File: config.mk
export PLATFORM = sky130hd
export DESIGN_NAME = dma_seq_engine
export DESIGN_NICKNAME = d
export VERILOG_FILES = /design/src/rtl/dma_seq_pkg.sv /design/src/rtl/dma_addr_step.sv /design/src/rtl/dma_rec_codec.sv /design/src/rtl/dma_seq_engine.sv
export SDC_FILE = /design/constraint.sdc
export NUM_CORES = 1
export LEC_CHECK = 0
export ABC_AREA = 1
export BUFFER_PORTS_ARGS = -buffer_cell sky130_fd_sc_hd__clkbuf_2
export CAP_MARGIN = 20
export CORE_ASPECT_RATIO = 1.25
export CORE_MARGIN = 5
export CORE_UTILIZATION = 55
export CTS_BUF_LIST = sky130_fd_sc_hd__clkbuf_16
export DETAILED_ROUTE_END_ITERATION = 8
export GPL_ROUTABILITY_DRIVEN = 0
export HOLD_SLACK_MARGIN = 0.06
export PLACE_DENSITY = 0.79
export SLEW_MARGIN = 5
export SYNTH_ARGS = -nofsm -noshare
export SYNTH_HDL_FRONTEND = slang
export SYNTH_HIERARCHICAL = 1
export SYNTH_SLANG_ARGS = --single-unit
File: constraint.sdc
create_clock -name clk -period 1.8 [get_ports clk]
set_input_delay 0.27 -clock clk [delete_from_list [all_inputs] [get_ports clk]]
set_output_delay 0.27 -clock clk [all_outputs]
set_load 0.01 [all_outputs]
File: src/rtl/dma_seq_pkg.sv
package dma_seq_pkg;

    localparam int CTL_BITS = 7;

    typedef enum logic [1:0] {
        SZ_BYTE = 2'd0,
        SZ_HALF = 2'd1,
        SZ_WORD = 2'd2
    } unit_size_e;

    typedef enum logic [3:0] {
        ST_IDLE,
        ST_LD_SRC,
        ST_LD_DST,
        ST_LD_CTL,
        ST_CHECK,
        ST_PTR,
        ST_RD,
        ST_WR,
        ST_STEP,
        ST_WB_SRC,
        ST_WB_DST,
        ST_WB_CTL,
        ST_FIN
    } seq_state_e;

    // control fields, most significant first
    typedef struct packed {
        logic       en;
        logic       single;
        logic       src_ptr;
        logic       dst_inc;
        logic       src_inc;
        logic [1:0] size;
    } rec_ctl_t;

    function automatic logic [31:0] unit_mask(input logic [1:0] sz);
        unique case (sz)
            SZ_BYTE: unit_mask = 32'h0000_00FF;
            SZ_HALF: unit_mask = 32'h0000_FFFF;
            default: unit_mask = 32'hFFFF_FFFF;
        endcase
    endfunction

endpackage

File: src/rtl/dma_addr_step.sv
module dma_addr_step
    import dma_seq_pkg::*;
(
    input  logic [31:0] addr_i,
    input  logic [1:0]  size_i,
    input  logic        inc_i,
    output logic [31:0] addr_o
);
    logic [31:0] stride;

    always_comb begin
        unique case (size_i)
            SZ_BYTE: stride = 32'd1;
            SZ_HALF: stride = 32'd2;
            default: stride = 32'd4;
        endcase
        addr_o = inc_i ? addr_i + stride : addr_i;
    end
endmodule

File: src/rtl/dma_rec_codec.sv
module dma_rec_codec
    import dma_seq_pkg::*;
#(
    parameter int CNT_W = 16
) (
    input  logic [31:0]      word_i,
    output rec_ctl_t         ctl_o,
    output logic [CNT_W-1:0] cnt_o,
    input  rec_ctl_t         ctl_i,
    input  logic [CNT_W-1:0] cnt_i,
    output logic [31:0]      word_o
);
    localparam int USED_W = CNT_W + CTL_BITS;

    logic unused_hi;

    assign cnt_o     = word_i[CNT_W-1:0];
    assign ctl_o     = rec_ctl_t'(word_i[CNT_W +: CTL_BITS]);
    assign unused_hi = ^word_i[31:USED_W];
    assign word_o    = 32'({ctl_i, cnt_i});
endmodule

File: src/rtl/dma_seq_engine.sv
module dma_seq_engine
    import dma_seq_pkg::*;
#(
    parameter int          NUM_CH     = 8,
    parameter logic [31:0] TABLE_BASE = 32'h0000_0000,
    parameter int          REC_STRIDE = 16,
    parameter int          CNT_W      = 16,
    localparam int         CH_W       = (NUM_CH > 1) ? $clog2(NUM_CH) : 1
) (
    input  logic            clk,
    input  logic            rst_n,
    input  logic            start,
    input  logic [CH_W-1:0] start_ch,
    input  logic            start_resume,
    input  logic            hi_pend,
    output logic            mem_req,
    output logic            mem_we,
    output logic [31:0]     mem_addr,
    output logic [1:0]      mem_size,
    output logic [31:0]     mem_wdata,
    input  logic [31:0]     mem_rdata,
    input  logic            mem_ready,
    output logic            busy,
    output logic            running,
    output logic [CH_W-1:0] flag_ch,
    output logic            trig_clr,
    output logic            pause_clr,
    output logic            pause_set,
    output logic            end_set
);
    localparam logic [31:0] OFS_SRC = 32'd0;
    localparam logic [31:0] OFS_DST = 32'd4;
    localparam logic [31:0] OFS_CTL = 32'd8;
    localparam int          NSTEP   = 2;

    typedef struct packed {
        seq_state_e       st;
        logic [CH_W-1:0]  ch;
        logic             resume;
        logic [31:0]      src;
        logic [31:0]      dst;
        logic [31:0]      ptr;
        logic [31:0]      buf_w;
        logic [CNT_W-1:0] cnt;
        rec_ctl_t         ctl;
        logic             paused;
    } eng_t;

    eng_t q, d;

    // record field codec
    rec_ctl_t         dec_ctl;
    logic [CNT_W-1:0] dec_cnt;
    logic [31:0]      enc_word;

    dma_rec_codec #(.CNT_W(CNT_W)) u_codec (
        .word_i (mem_rdata),
        .ctl_o  (dec_ctl),
        .cnt_o  (dec_cnt),
        .ctl_i  (q.ctl),
        .cnt_i  (q.cnt),
        .word_o (enc_word)
    );

    // address advance for source (0) and destination (1)
    logic [31:0] cur_a [NSTEP];
    logic        inc_a [NSTEP];
    logic [31:0] nxt_a [NSTEP];

    assign cur_a[0] = q.src;
    assign cur_a[1] = q.dst;
    assign inc_a[0] = q.ctl.src_inc;
    assign inc_a[1] = q.ctl.dst_inc;

    for (genvar g = 0; g < NSTEP; g++) begin : g_step
        dma_addr_step u_step (
            .addr_i (cur_a[g]),
            .size_i (q.ctl.size),
            .inc_i  (inc_a[g]),
            .addr_o (nxt_a[g])
        );
    end

    logic [31:0] rec_base;
    assign rec_base = TABLE_BASE + 32'(q.ch) * 32'(REC_STRIDE);

    seq_state_e unit_entry;
    assign unit_entry = q.ctl.src_ptr ? ST_PTR : ST_RD;

    // next-state computation
    always_comb begin
        d = q;
        unique case (q.st)
            ST_IDLE: begin
                if (start) begin
                    d.ch     = start_ch;
                    d.resume = start_resume;
                    d.st     = ST_LD_SRC;
                end
            end
            ST_LD_SRC: begin
                if (mem_ready) begin
                    d.src = mem_rdata;
                    d.st  = ST_LD_DST;
                end
            end
            ST_LD_DST: begin
                if (mem_ready) begin
                    d.dst = mem_rdata;
                    d.st  = ST_LD_CTL;
                end
            end
            ST_LD_CTL: begin
                if (mem_ready) begin
                    d.ctl = dec_ctl;
                    d.cnt = dec_cnt;
                    d.st  = ST_CHECK;
                end
            end
            ST_CHECK: begin
                if (!q.ctl.en) begin
                    d.st = ST_IDLE;
                end else if (q.cnt == '0) begin
                    d.paused = 1'b0;
                    d.st     = ST_WB_SRC;
                end else begin
                    d.st = unit_entry;
                end
            end
            ST_PTR: begin
                if (mem_ready) begin
                    d.ptr = mem_rdata;
                    d.st  = ST_RD;
                end
            end
            ST_RD: begin
                if (mem_ready) begin
                    d.buf_w = mem_rdata & unit_mask(q.ctl.size);
                    d.st    = ST_WR;
                end
            end
            ST_WR: begin
                if (mem_ready) d.st = ST_STEP;
            end
            ST_STEP: begin
                d.src = nxt_a[0];
                d.dst = nxt_a[1];
                d.cnt = q.cnt - CNT_W'(1);
                if (q.cnt == CNT_W'(1)) begin
                    d.paused = 1'b0;
                    d.st     = ST_WB_SRC;
                end else if (hi_pend && !q.ctl.single) begin
                    d.paused = 1'b1;
                    d.st     = ST_WB_SRC;
                end else begin
                    d.st = unit_entry;
                end
            end
            ST_WB_SRC: begin
                if (mem_ready) d.st = ST_WB_DST;
            end
            ST_WB_DST: begin
                if (mem_ready) d.st = ST_WB_CTL;
            end
            ST_WB_CTL: begin
                if (mem_ready) d.st = ST_FIN;
            end
            ST_FIN: begin
                d.st = ST_IDLE;
            end
            default: d.st = ST_IDLE;
        endcase
    end

    always_ff @(posedge clk or negedge rst_n) begin
        if (!rst_n) q <= '0;
        else        q <= d;
    end

    // memory port drive
    always_comb begin
        mem_req   = 1'b0;
        mem_we    = 1'b0;
        mem_addr  = rec_base;
        mem_size  = SZ_WORD;
        mem_wdata = '0;
        unique case (q.st)
            ST_LD_SRC: begin
                mem_req  = 1'b1;
                mem_addr = rec_base + OFS_SRC;
            end
            ST_LD_DST: begin
                mem_req  = 1'b1;
                mem_addr = rec_base + OFS_DST;
            end
            ST_LD_CTL: begin
                mem_req  = 1'b1;
                mem_addr = rec_base + OFS_CTL;
            end
            ST_PTR: begin
                mem_req  = 1'b1;
                mem_addr = q.src;
            end
            ST_RD: begin
                mem_req  = 1'b1;
                mem_addr = q.ctl.src_ptr ? q.ptr : q.src;
                mem_size = q.ctl.size;
            end
            ST_WR: begin
                mem_req   = 1'b1;
                mem_we    = 1'b1;
                mem_addr  = q.dst;
                mem_size  = q.ctl.size;
                mem_wdata = q.buf_w;
            end
            ST_WB_SRC: begin
                mem_req   = 1'b1;
                mem_we    = 1'b1;
                mem_addr  = rec_base + OFS_SRC;
                mem_wdata = q.src;
            end
            ST_WB_DST: begin
                mem_req   = 1'b1;
                mem_we    = 1'b1;
                mem_addr  = rec_base + OFS_DST;
                mem_wdata = q.dst;
            end
            ST_WB_CTL: begin
                mem_req   = 1'b1;
                mem_we    = 1'b1;
                mem_addr  = rec_base + OFS_CTL;
                mem_wdata = enc_word;
            end
            default: ;
        endcase
    end

    assign busy      = (q.st != ST_IDLE);
    assign running   = (q.st == ST_PTR) || (q.st == ST_RD) ||
                       (q.st == ST_WR)  || (q.st == ST_STEP);
    assign flag_ch   = q.ch;
    assign trig_clr  = (q.st == ST_CHECK) && !q.resume;
    assign pause_clr = (q.st == ST_CHECK) &&  q.resume;
    assign pause_set = (q.st == ST_FIN)   &&  q.paused;
    assign end_set   = (q.st == ST_FIN)   && !q.paused;

    // ---------------------------------------------------------------
    // Assertions
    // ---------------------------------------------------------------
    assert_req_hold_R11: assert property (@(posedge clk) disable iff (!rst_n)
        (mem_req && !mem_ready) |=> (mem_req && $stable(mem_addr) &&
            $stable(mem_we) && $stable(mem_size) && $stable(mem_wdata)));

    assert_clr_cause_R2: assert property (@(posedge clk) disable iff (!rst_n)
        (trig_clr || pause_clr) |-> ($past(mem_ready) && !busy == 1'b0));

    assert_one_clr_R2: assert property (@(posedge clk) disable iff (!rst_n)
        $onehot0({trig_clr, pause_clr, pause_set, end_set}));

    assert_abort_idle_R3: assert property (@(posedge clk) disable iff (!rst_n)
        ((trig_clr || pause_clr) && !q.ctl.en) |=> (!busy && !mem_req));

    assert_single_no_pause_R9: assert property (@(posedge clk) disable iff (!rst_n)
        pause_set |-> !q.ctl.single);

    assert_count_step_R6: assert property (@(posedge clk) disable iff (!rst_n)
        (q.st == ST_STEP) |=> (q.cnt == $past(q.cnt) - CNT_W'(1)));

    assert_write_after_read_R5: assert property (@(posedge clk) disable iff (!rst_n)
        (running && mem_req && !mem_we && mem_ready && q.st == ST_RD)
            |=> (mem_req && mem_we && running));

    assert_start_ignored_R12: assert property (@(posedge clk) disable iff (!rst_n)
        (busy && !(q.st == ST_FIN)) |=> ($stable(flag_ch)));

    assert_end_zero_R7: assert property (@(posedge clk) disable iff (!rst_n)
        end_set |-> (q.cnt == '0));
endmodule

==> metrics.txt, run 1 <==
# TYPE chip_impl_metric gauge
chip_impl_metric{name="synthesis.area_per_instance",unit="sq um"} 6.99
chip_impl_info{name="failing_step",value="5_1_grt"} 1
chip_impl_info{name="synthTopCellsByArea",value="dfrtp_1 34%, nand2_1 18%, inv_1 5.3%"} 1
chip_impl_info{name="repair-timing-grt-worst-ep",value="cur_a[8]$_DFFE_PN0P_/D"} 1
chip_impl_info{name="run_status",value="did not finish"} 1
chip_impl_info{name="worstEpCategory",value="sequential cell input"} 1
chip_impl_metric{name="start_util",unit="%"} 55.9
chip_impl_metric{name="clock_tree.buffer_depth",unit=""} 2
chip_impl_metric{name="ios",unit=""} 118
chip_impl_metric{name="die_width",unit="um"} 140
chip_impl_metric{name="cts_made_buffers",unit=""} 17
chip_impl_metric{name="grt_max_degree",unit=""} 41
chip_impl_metric{name="placement.io_buffers",unit=""} 117
chip_impl_metric{name="place_hpwl",unit="um"} 30700
chip_impl_metric{name="cts_htree_levels",unit=""} 4
chip_impl_info{name="postSynth.topFlopCell",value="dfrtp_1"} 1
chip_impl_metric{name="synth_sequential_area_ratio",unit="%"} 34.3
chip_impl_metric{name="ys_warn_count",unit=""} 6
chip_impl_metric{name="cell_count_after_synthesis",unit=""} 1672
chip_impl_info{name="synthDominantAreaCellType",value="dfrtp_1"} 1
chip_impl_metric{name="die_height",unit="um"} 173
chip_impl_metric{name="yosysTopAreaCellShare",unit="%"} 34.3
chip_impl_metric{name="clkSinkCount",unit=""} 160
chip_impl_info{name="ctsRootBufferMaster",value="clkbuf_16"} 1
chip_impl_metric{name="yosys.cell_types.count",unit=""} 44
chip_impl_metric{name="netlist_area",unit="sq um"} 11700
chip_impl_metric{name="floorplan.rows",unit=""} 59
chip_impl_metric{name="grt_util_all_layers",unit="%"} 65.7
chip_impl_metric{name="number_of_synthesized_flops_with_an_enable_pin",unit=""} 0
chip_impl_metric{name="overflow",unit=""} 106
chip_impl_metric{name="asyncSetResetFlopFracSynth",unit="%"} 100
chip_impl_info{name="run.stop_error",value="[ERROR GRT-0232] Routing congestion too high. Check the congestion heatmap in the GUI."} 1
chip_impl_metric{name="yosys_register_bits",unit=""} 160
## what timing repair did
item,CTS
buffers inserted,33
setup endpoints to repair,144
hold endpoints to repair,34
pin swaps,91
gates resized for setup,213
cloned,6
hold buffers,2
## layer usage
layer / GRT overflow / track usage, %
met5: 0 / 8.91
met4: 41 / 66.4
met3: 1 / 50.5
met2: 60 / 81.9
met1: 4 / 65.7
## kinds of logic after synthesis
| family | after synthesis | synth area share, % |
|---|---|---|
| simple gates | 877 | 32.2 |
| other cells | 1 | 0.0321 |
| compound gates | 244 | 13.1 |
| fa+ha+maj | 11 | 1.31 |
| mux | 27 | 3.28 |
| buf+inv | 310 | 12.6 |
| flops | 160 | 34.3 |
| xor+xnor | 42 | 3.15 |
## synthesized netlist by cell type (21+ instances only)
cell type,instances
xor2_1,22
a21oi_1,34
o21ai_0,77
dfrtp_1,160
buf_4,64
a31oi_1,35
inv_1,166
mux2_4,21
nand2_1,551
o2111ai_1,31
nand4_1,30
buf_2,29
o221ai_1,25
nand3_1,69
nor2_1,147
clkbuf_1,27
## stage by stage
stage | worst slack [ps] | instances | cell area (sq um)
2_1_floorplan | -77.7 | 1680 | 11700
3_3_place_gp | -251 | 2046 | 12900
3_5_place_dp | -339 | 2046 | 12900
4_1_cts | -371 | 2117 | 14800
==> inputs of run 2 (changes only) <==
CORE_ASPECT_RATIO = unset   (was 1.25)
CORE_UTILIZATION = 40   (was 55)
CTS_BUF_LIST = unset   (was sky130_fd_sc_hd__clkbuf_16)
HOLD_SLACK_MARGIN = unset   (was 0.06)
PLACE_DENSITY = unset   (was 0.79)
PLACE_DENSITY_LB_ADDON = 0.15   (was unset)
clock period = 2.3 ns   (was 1.8 ns; I/O delays follow)
==> metrics.txt, run 2 <==
# TYPE chip_impl_metric gauge
chip_impl_metric{name="finalHoldViolations",unit=""} 0
chip_impl_metric{name="via_per_inst",unit=""} 5.49
chip_impl_metric{name="die_area",unit="sq um"} 32700
chip_impl_metric{name="totalWireLength",unit="um"} 43500
chip_impl_metric{name="syn2layout_area_growth",unit="%"} 15.7
chip_impl_metric{name="asyncSetResetFlopFracSynth",unit="%"} 100
chip_impl_info{name="setup.worst_path.start_class",value="register"} 1
chip_impl_metric{name="clkSinkCount",unit=""} 160
chip_impl_metric{name="grt_max_degree",unit=""} 68
chip_impl_metric{name="number_of_global_route_vias_before_repair",unit=""} 11200
chip_impl_metric{name="dp_slack",unit="ps"} 117
chip_impl_info{name="run_status",value="complete, but fails checks"} 1
chip_impl_metric{name="first_pass_iters",unit=""} 6
chip_impl_metric{name="max_freq",unit="GHz"} 0.432
chip_impl_metric{name="postLayoutSetupSlackWorst",unit="ps"} -13.0
chip_impl_metric{name="drt_drc_violations_left",unit=""} 0
chip_impl_metric{name="synth_sequential_area_ratio",unit="%"} 34.3
chip_impl_metric{name="yosysTopAreaCellShare",unit="%"} 34.3
chip_impl_metric{name="cellLeakagePower",unit="nW"} 6.63
chip_impl_metric{name="number_of_synthesized_flops_with_an_enable_pin",unit=""} 0
chip_impl_metric{name="final_design_area_no_fill",unit="sq um"} 13500
chip_impl_info{name="hold_class",value="in2reg"} 1
chip_impl_info{name="synthTopCellsByArea",value="dfrtp_1 34%, nand2_1 18%, inv_1 5.3%"} 1
chip_impl_metric{name="worst_ep_arrival_time",unit="ps"} 1970
chip_impl_info{name="crit_end_element",value="output pin"} 1
chip_impl_metric{name="floorplan.rows",unit=""} 62
chip_impl_metric{name="clock_tree.buffer_depth",unit=""} 2
chip_impl_info{name="failed_checks",value="negative setup slack"} 1
chip_impl_metric{name="grt_first_pass_wirelength",unit="um"} 66700
chip_impl_metric{name="ys_warn_count",unit=""} 6
chip_impl_metric{name="overflow",unit=""} 0
chip_impl_info{name="post_synth_most_frequent_cells",value="551 x nand2_1, 166 x inv_1, 160 x dfrtp_1"} 1
chip_impl_metric{name="antenna_found_initial",unit=""} 0
chip_impl_metric{name="r2r_slack",unit="ps"} 110
chip_impl_metric{name="critical_path_required",unit="ps"} 1960
chip_impl_metric{name="yosys_register_bits",unit=""} 160
chip_impl_metric{name="cts_made_buffers",unit=""} 17
chip_impl_metric{name="ios",unit=""} 118
chip_impl_metric{name="antenna_left",unit=""} 0
chip_impl_metric{name="detailroute.via_count",unit=""} 11800
chip_impl_metric{name="placement.io_buffers",unit=""} 117
chip_impl_metric{name="drv_slew",unit=""} 0
chip_impl_metric{name="clock_insertion_delay_worst_skew",unit="ps"} 450
chip_impl_metric{name="grt_util_all_layers",unit="%"} 25.7
chip_impl_metric{name="core_region_area",unit="sq um"} 28800
chip_impl_metric{name="timing.critical_path.fanout_max",unit=""} 14
chip_impl_metric{name="detail_route.wl_per_cell",unit="um"} 20.3
chip_impl_metric{name="die_height",unit="um"} 181
chip_impl_info{name="worst-setup-path-type",value="reg2out"} 1
chip_impl_metric{name="period_needed",unit="ps"} 2310
chip_impl_info{name="synth.most_common_cell",value="nand2_1"} 1
chip_impl_metric{name="netlist_area",unit="sq um"} 11700
chip_impl_info{name="ctsRootBufferMaster",value="clkbuf_16"} 1
chip_impl_metric{name="cellPowerDensity",unit="nW/um^2"} 1280
chip_impl_metric{name="insertedDiodeCount",unit=""} 0
chip_impl_metric{name="number_of_failing_setup_endpoints_in_the_final_timing_report",unit=""} 3
chip_impl_metric{name="cts.reportedPaths.clkPinSlew",unit="ps"} 80
chip_impl_metric{name="num-nets-final",unit=""} 1802
chip_impl_metric{name="peakVddDrop",unit="mV"} 0.529
chip_impl_info{name="synthDominantAreaCellType",value="dfrtp_1"} 1
chip_impl_metric{name="place_hpwl",unit="um"} 32100
chip_impl_info{name="postSynth.topFlopCell",value="dfrtp_1"} 1
chip_impl_metric{name="drtIter0Drc",unit=""} 1335
chip_impl_metric{name="synthesis.area_per_instance",unit="sq um"} 6.99
chip_impl_metric{name="placedInstanceArea",unit="sq um"} 12500
chip_impl_metric{name="die_width",unit="um"} 181
chip_impl_metric{name="yosys.cell_types.count",unit=""} 44
chip_impl_metric{name="cell_count_after_synthesis",unit=""} 1672
chip_impl_info{name="commonest_cells_after_routing_fill_and_taps_aside",value="542 x nand2_1, 162 x inv_1, 154 x dfrtp_1"} 1
chip_impl_metric{name="cts_htree_levels",unit=""} 4
chip_impl_metric{name="start_util",unit="%"} 40.6
chip_impl_metric{name="timing.max_slew.rel_slack",unit="%"} 50.9
chip_impl_metric{name="final_worst_path_period_share",unit="%"} 101
chip_impl_info{name="largest_register",value="q"} 1
chip_impl_info{name="layout.cells.most_common",value="nand2_1"} 1
chip_impl_metric{name="worstMarginPinSlew",unit="ps"} 735
chip_impl_metric{name="postLayoutCoreUtil",unit="%"} 47.0
chip_impl_info{name="clock_tree_from_tritoncts",value="done"} 1
chip_impl_info{name="rsz0062_at_grt",value="yes"} 1
chip_impl_metric{name="largest_register_ff_count",unit=""} 91
chip_impl_metric{name="fin_worst_skew",unit="ps"} 16.5
chip_impl_metric{name="layout-drive-gt1-share",unit="%"} 19.6
chip_impl_metric{name="drv.max_cap_violation_count",unit=""} 0
[run 2: cell counts after synthesis]
Identical to the previous run, type by type.
[run 2: layer usage]
layer | up-vias | track usage (%) | routed length (um)
li1 | 5523 | - | -
met1 | 5685 | 37.2 | 19400
met2 | 511 | 40.8 | 19700
met3 | 64 | 4.16 | 3410
met4 | 0 | 5.60 | 1080
met5 | - | 0 | 0
[run 2: metrics by stage]
| step | TNS, ps | total power, mW | cells | hold WS, ps |
|---|---|---|---|---|
| global placement | 0 | 13.5 | 2101 | 359 |
| floorplan | 0 | 11.0 | 1680 | 49.4 |
| global route | -1300 | 18.5 | 2147 | 121 |
| detailed placement | 0 | 13.6 | 2101 | 360 |
| CTS | -109 | 16.9 | 2140 | 119 |
| finish | -35.1 | 17.2 | 2147 | 123 |
[run 2: report_power, final]
group | leakage, nW | switching [mW] | internal [mW]
Combinational | 4.38 | 5.17 | 2.96
Sequential | 1.93 | 1.77 | 4.14
Clock | 0.315 | 1.43 | 1.78
Total | 6.63 | 8.36 | 8.88
[run 2: worst paths after layout]
| check | from | depth (start not counted) | to |
|---|---|---|---|
| worst max-delay path | q[156] | 8 | mem_wdata[14] |
| worst min-delay path | start_ch[2] | 2 | flag_ch[2] |
| worst max register to register | q[2] | 12 | cur_a[56] |
| worst min register to register | q[32] | 2 | q[32] |
| max in group asynchronous | rst_n | 3 | q[62] |
| min in group asynchronous | rst_n | 2 | cur_a[6] |
[run 2: cell type report]
cell class	count	area, sq um
Fill cell	2917	15300
Multi-Input combinational cell	1210	6420
Sequential cell	160	4010
Timing Repair Buffer	176	1260
Inverter	184	702
Tap cell	384	480
Clock buffer	18	429
Clock inverter	14	214
Timing Repair inverter	1	5.00
[run 2: cell families after synthesis]
logic type               after synthesis  share of synthesized area, %
AND/OR/NAND/NOR                      877                          32.2
AO/OA/AOI/OAI                        244                          13.1
flip-flops                           160                          34.3
multiplexers                          27                          3.28
other                                  1                        0.0321
adder cells (fa/ha/maj)               11                          1.31
buffers and inverters                310                          12.6
XOR/XNOR                              42                          3.15
[run 2: worst max-delay path: stages (launching register included)]
cell	delay, ps
dfrtp_2	470
nand2_2	140
inv_2	80
nand2_2	120
clkinv_4	110
buf_12	160
nand2_1	80
o2111ai_2	170
buf_2	190
[run 2: timing repair]
item / in CTS / in global routing
resized for setup: 22 / 58
hold buffers: 1 / 0
buffers inserted: 6 / 3
pin swaps: 2 / 3
setup endpoints to repair: 59 / 81
gates cloned: 0 / 4
endpoints found under the hold margin: 48 / 0
(Power assumes the default switching activity.)
